[config.mk]
export PLATFORM = sky130hd
export DESIGN_NAME = serial_cfg_store
export DESIGN_NICKNAME = d
export VERILOG_FILES = /design/src/rtl/cfg_store_pkg.sv /design/src/rtl/cfg_addr_ctr.sv /design/src/rtl/cfg_bit_drive.sv /design/src/rtl/serial_cfg_store.sv
export SDC_FILE = /design/constraint.sdc
export NUM_CORES = 1
export LEC_CHECK = 0
export CORE_AREA = 3 3 40 42
export CTS_CLUSTER_DIAMETER = 200
export CTS_CLUSTER_SIZE = 12
export DETAILED_ROUTE_END_ITERATION = 10
export DIE_AREA = 0 0 43 45
export GPL_ROUTABILITY_DRIVEN = 0
export GPL_TIMING_DRIVEN = 1
export PLACE_DENSITY = 0.57
export SLEW_MARGIN = 20
export SYNTH_ARGS = -nofsm -noshare
export SYNTH_HDL_FRONTEND = slang
export SYNTH_SLANG_ARGS = --single-unit
[constraint.sdc]
create_clock -name clk -period 3.25 [get_ports clk]
set_clock_uncertainty 0.05 [all_clocks]
set_input_delay 0.975 -clock clk [delete_from_list [all_inputs] [get_ports clk]]
set_output_delay 0.975 -clock clk [all_outputs]
set_load 0.005 [all_outputs]
[src/rtl/cfg_store_pkg.sv]
package cfg_store_pkg;
  // Width of a pointer able to index `depth` bits (at least 1).
  function automatic int unsigned ptr_width(input int unsigned depth);
    return (depth > 1) ? $clog2(depth) : 1;
  endfunction

  typedef struct packed {
    logic bit_val;
    logic drive;
  } wire_drv_t;
endpackage

[src/rtl/cfg_addr_ctr.sv]
module cfg_addr_ctr
  import cfg_store_pkg::*;
#(
  parameter int unsigned DEPTH = 64,
  localparam int unsigned AW = ptr_width(DEPTH)
) (
  input  logic          clk,
  input  logic          rst_b,
  input  logic          step_en,
  output logic [AW-1:0] ptr,
  output logic          finished
);
  localparam logic [AW-1:0] LAST = AW'(DEPTH - 1);

  logic [AW-1:0] ptr_q, ptr_nx;
  logic          fin_q, fin_nx;

  always_comb begin
    ptr_nx = ptr_q;
    fin_nx = fin_q;
    if (!fin_q) begin
      if (ptr_q == LAST) fin_nx = 1'b1;
      else               ptr_nx = ptr_q + 1'b1;
    end
  end

  always_ff @(posedge clk or negedge rst_b) begin
    if (!rst_b) begin
      ptr_q <= '0;
      fin_q <= 1'b0;
    end else if (step_en) begin
      ptr_q <= ptr_nx;
      fin_q <= fin_nx;
    end
  end

  assign ptr      = ptr_q;
  assign finished = fin_q;
endmodule

[src/rtl/cfg_bit_drive.sv]
module cfg_bit_drive
  import cfg_store_pkg::*;
#(
  parameter int unsigned          DEPTH   = 64,
  parameter logic [DEPTH-1:0]     CONTENT = '0,
  localparam int unsigned         AW      = ptr_width(DEPTH)
) (
  input  logic [AW-1:0] ptr,
  input  logic          active,
  output wire_drv_t     drv
);
  logic sel_bit;

  always_comb begin
    sel_bit = 1'b0;
    for (int i = 0; i < int'(DEPTH); i++) begin
      if (ptr == AW'(i)) sel_bit = CONTENT[i];
    end
  end

  always_comb begin
    drv.drive   = active;
    drv.bit_val = active & sel_bit;
  end
endmodule

[src/rtl/serial_cfg_store.sv]
module serial_cfg_store
  import cfg_store_pkg::*;
#(
  parameter int unsigned      DEPTH           = 64,
  parameter logic [DEPTH-1:0] CONTENT         = {DEPTH{1'b0}},
  parameter bit               RST_ACTIVE_HIGH = 1'b0
) (
  input  logic clk,
  input  logic chip_en,
  input  logic oe_rst,
  output logic data_out,
  output logic data_oe,
  output logic chain_en_out
);
  localparam int unsigned AW = ptr_width(DEPTH);

  logic          rst_b;
  logic [AW-1:0] addr;
  logic          done;
  logic          active;
  wire_drv_t     drv;

  generate
    if (RST_ACTIVE_HIGH) begin : g_rst_hi
      assign rst_b = ~oe_rst;
    end else begin : g_rst_lo
      assign rst_b = oe_rst;
    end
  endgenerate

  cfg_addr_ctr #(.DEPTH(DEPTH)) u_ctr (
    .clk      (clk),
    .rst_b    (rst_b),
    .step_en  (chip_en),
    .ptr      (addr),
    .finished (done)
  );

  assign active = chip_en & rst_b & ~done;

  cfg_bit_drive #(.DEPTH(DEPTH), .CONTENT(CONTENT)) u_drv (
    .ptr    (addr),
    .active (active),
    .drv    (drv)
  );

  assign data_out     = drv.bit_val;
  assign data_oe      = drv.drive;
  assign chain_en_out = chip_en & rst_b & done;
endmodule

After elaboration in Yosys (flattened, before gate mapping)
Cells that the tools add are included.
{"block": "word_totals", "regBits": 7, "word_cells": 12}
{"block": "classes", "muxes": 2, "n_eq_ne": 1, "n_addsub": 1, "reduce_logical": 1, "bitwise": 5}
{"cell": "adder 6 x 1 -> 6 bit, second input constant", "count": 1}
{"cell": "== test 6 bit, second input constant", "count": 1}
{"cell": "AND 1 bit", "count": 3}
{"cell": "AND reduction 3 bit", "count": 1}
{"cell": "2-to-1 mux 1 bit", "count": 2}
{"cell": "inverter 1 bit", "count": 2}

Logic depth before layout (Yosys ltp)
{"block": "depth", "ltp_word": 3, "ltp_mapped": 4, "depth_no_buf": 4}

Modules after synthesis
A second synthesis with hierarchy kept.
{"block": "unflattened", "hier_cells": 32, "hier_area_um2": 370.4}
{"mod": "cfg_addr_ctr", "area_each_um2": 335.3, "seq_area_each_um2": 175.2, "cells_each": 27, "instances": 1}
{"mod": "cfg_bit_drive", "area_each_um2": 18.8, "seq_area_each_um2": 0.0, "cells_each": 3, "instances": 1}
{"mod": "serial_cfg_store", "area_each_um2": 16.3, "seq_area_each_um2": 0.0, "cells_each": 2, "instances": 1}

Least setup slack after synthesis
Ideal clock, no wire load.
{"block": "synth_timing", "path_kind": "input port to output port", "start": "input chip_en", "end": "output chain_en_out", "slack_ps": 1098, "required_time_ps": 2225, "arrival_time_ps": 1127, "path_stages": 1, "n_path_buf": 0, "cell_sequence": "and3_1"}
{"block": "synth_via", "elab_chain_len": 2}
{"element": "start: declaration", "line_no": "serial_cfg_store.sv:9", "text": "input logic chip_en,"}
{"element": "AND 1 bit (2 in series)", "line_no": "serial_cfg_store.sv:49", "text": "assign chain_en_out = chip_en & rst_b & done;"}
{"element": "end: declaration", "line_no": "serial_cfg_store.sv:13", "text": "output logic chain_en_out"}
Every way passes these cells.

Worst setup path after layout
{"block": "layout_timing", "start": "input oe_rst", "end": "output data_oe"}
{"block": "layout_via", "elab_chain_len": 2}
{"element": "start: declaration", "line_no": "serial_cfg_store.sv:10", "text": "input logic oe_rst,"}
{"element": "AND 1 bit (2 in series)", "line_no": "serial_cfg_store.sv:39", "text": "assign active = chip_en & rst_b & ~done;"}
{"element": "end: declaration", "line_no": "serial_cfg_store.sv:12", "text": "output logic data_oe,"}
Every way passes these cells.

==> reports/qor.csv <==
metric,value,unit
status,finished clean,
synth_most_common_cell,dfrtp_1,
antenna_found_initial,0,
max_freq,357,MHz
yosysTopAreaCellShare,44.4,%
worst-r2r-cell-count,4,
hold_viol,0,
dp_worst_setup_slack,71.2,ps
path_depth,4,
setup_ws,447,ps
detailed_place_hpwl,561,microns
hold_path_depth,1,
cpMaxStageDelayCell,clkdlybuf4s50_1,
slew_violations,0,
rsz0062_at_grt,no,
die_h,45,microns
first_iter_violations,4,
synthFlopType,dfrtp_1,
drive_gt1_share,23.3,%
avgSynthCellArea,11.9,sq um
cpPeakStageDelay,500,ps
finalSetupViolCount,0,
ant_nets,0,
tns,0,ps
ys_async_sr_fraction,100,%
start_util,30.7,%
start_kind,primary input,
peakVddDrop,0.000312,V
htree_levels,1,
critPathArrivalTime,1780,ps
wl,684,microns
syn_inst,33,
ys_warn_count,0,
grt_pass1_vias,319,
overflow,0,
clkSlewWorstSetupHoldPaths,50,ps
synth-edff-count,0,
p_per_area,832,nW/um^2
dieArea,1940,sq um
die_x,43,microns
criticalPathCategory,in -> out,
yosys-top-cells-area,"dfrtp_1 (44%), a2111oi_4 (7.0%), mux2_1 (5.7%)",
cp_num_buf_inv,2,
wl_per_cell,11.8,microns
max_cap_viol_count,0,
synth.largest_area_cell,dfrtp_1,
hold_slack,478,ps
critPathTopFamily,buffers and inverters,
clock_sinks,7,
hold_path_class,reg -> reg,
area_growth_syn_to_layout,26.7,%
cts_tree,done,
insertion_delay,250,ps
grt_pass1_wl,1320,microns
crit_path_cell_trace,dlymetal6s2s_1 -> nand2_1 -> nor2_1 -> clkdlybuf4s50_1,
ys_seq_elements,7,
route.detailed.drc,0,
cp-end-kind,output pin,
root_buffer,clkbuf_4,
synth_nets,37,
required,2220,ps
finalCritPeriodShare,86.3,%
clockBufferDepth,2,
p_leak,0.226,nW
vias_per_cell,5.03,
ios,6,
grt_use_total,9.31,%
rows,13,
grt_max_degree,7,
synth.distinct_cells,22,
dr.pass1.iters,2,
cp_max_fo,4,
io_buffers,4,
cts_buffers,3,
synth_area,394,sq um
via_count,292,
period_needed,2800,ps
n_antenna_cell,0,
core_area,1280,sq um
ys_seq_area_share,44.4,%
finalNetCount,48,
==> power by group <==
| part | internal (mW) | total [mW] | switching, mW | leakage [nW] |
|---|---|---|---|---|
| Combinational | 0.0742 | 0.139 | 0.0652 | 0.128 |
| Clock | 0.0468 | 0.0784 | 0.0316 | 0.0150 |
| Sequential | 0.132 | 0.197 | 0.0653 | 0.0833 |
| Total | 0.253 | 0.415 | 0.162 | 0.226 |
==> final timing paths <==
check / startpoint / to / slack (ps)
max reg2reg: u_ctr.ptr[0]$_DFFE_PN0P_ / u_ctr.ptr[1]$_DFFE_PN0P_ / 1630
max in group asynchronous: oe_rst / u_ctr.ptr[1]$_DFFE_PN0P_ / 2400
max: oe_rst / data_oe / 450
min reg2reg: u_ctr.ptr[0]$_DFFE_PN0P_ / u_ctr.ptr[0]$_DFFE_PN0P_ / 480
min: u_ctr.ptr[0]$_DFFE_PN0P_ / u_ctr.ptr[0]$_DFFE_PN0P_ / 480
min in group asynchronous: oe_rst / u_ctr.ptr[4]$_DFFE_PN0P_ / 640
==> cell families (layout without fill, tap and decap cells) <==
kind of cell	after synthesis	count (layout)	share of synthesized area, %
multiplexers	2	2	5.71
buffers and inverters	2	12	2.86
flip-flops	7	7	44.4
AO/OA/AOI/OAI	6	6	19.0
other	1	1	0.951
AND/OR/NAND/NOR	11	11	17.1
XOR/XNOR	3	3	6.67
adder cells (fa/ha/maj)	1	1	3.17
==> area by class of cell <==
class	instances	area, sq um
repair buffers	7	67.6
multi-input cells	24	208
clock buffers	4	26.3
inverters	1	3.75
flip-flops and latches	7	175
well taps	15	18.8
fillers	129	786
==> routing by layer <==
layer / wire length [microns] / GRT usage, %
met2: 343 / 15.3
met1: 279 / 10.1
met3: 46 / 2.79
met5: 0 / 0
met4: 15 / 7.23
==> what timing repair did <==
| action | in CTS | in global routing |
|---|---|---|
| setup buffers | 0 | 0 |
| endpoints found under the setup margin | 0 | 2 |
| resized for setup | 0 | 2 |
| hold buffers | 0 | 0 |
==> stage by stage <==
| step | util [%] | area (sq um) | instances | power (mW) |
|---|---|---|---|---|
| 2_1_floorplan | - | 394 | 33 | 0.295 |
| 3_3_place_gp | 36.4 | 468 | 54 | 0.329 |
| 3_5_place_dp | 36.4 | 468 | 54 | 0.340 |
| 4_1_cts | 38.5 | 494 | 58 | 0.424 |
| 5_1_grt | 38.9 | 499 | 58 | 0.457 |
| 6_report | 38.9 | 499 | 58 | 0.415 |
==> cells in the final DEF (no fill, tap or decap) <==
master           instances
a41o_1                   1
xor2_1                   2
conb_1                   1
inv_1                    1
clkbuf_4                 3
o21ai_0                  1
and2b_1                  1
nor2_1                   1
buf_4                    3
clkbuf_1                 1
nand4_1                  2
dlymetal6s2s_1           2
a2111oi_4                1
mux2_1                   2
and3_1                   1
nand3_1                  2
ha_1                     1
clkdlybuf4s50_1          2
and3_4                   1
a31oi_1                  1
a31oi_4                  1
nand2_1                  2
a21oi_1                  1
dfrtp_1                  7
xnor2_1                  1
nand2b_2                 1
==> registers in the layout, indices dropped and copies added (netlist names) <==
| signal | count |
|---|---|
| u_ctr.ptr | 6 |
| u_ctr.finished | 1 |
Note: power is estimated with default switching activity, not from simulation.
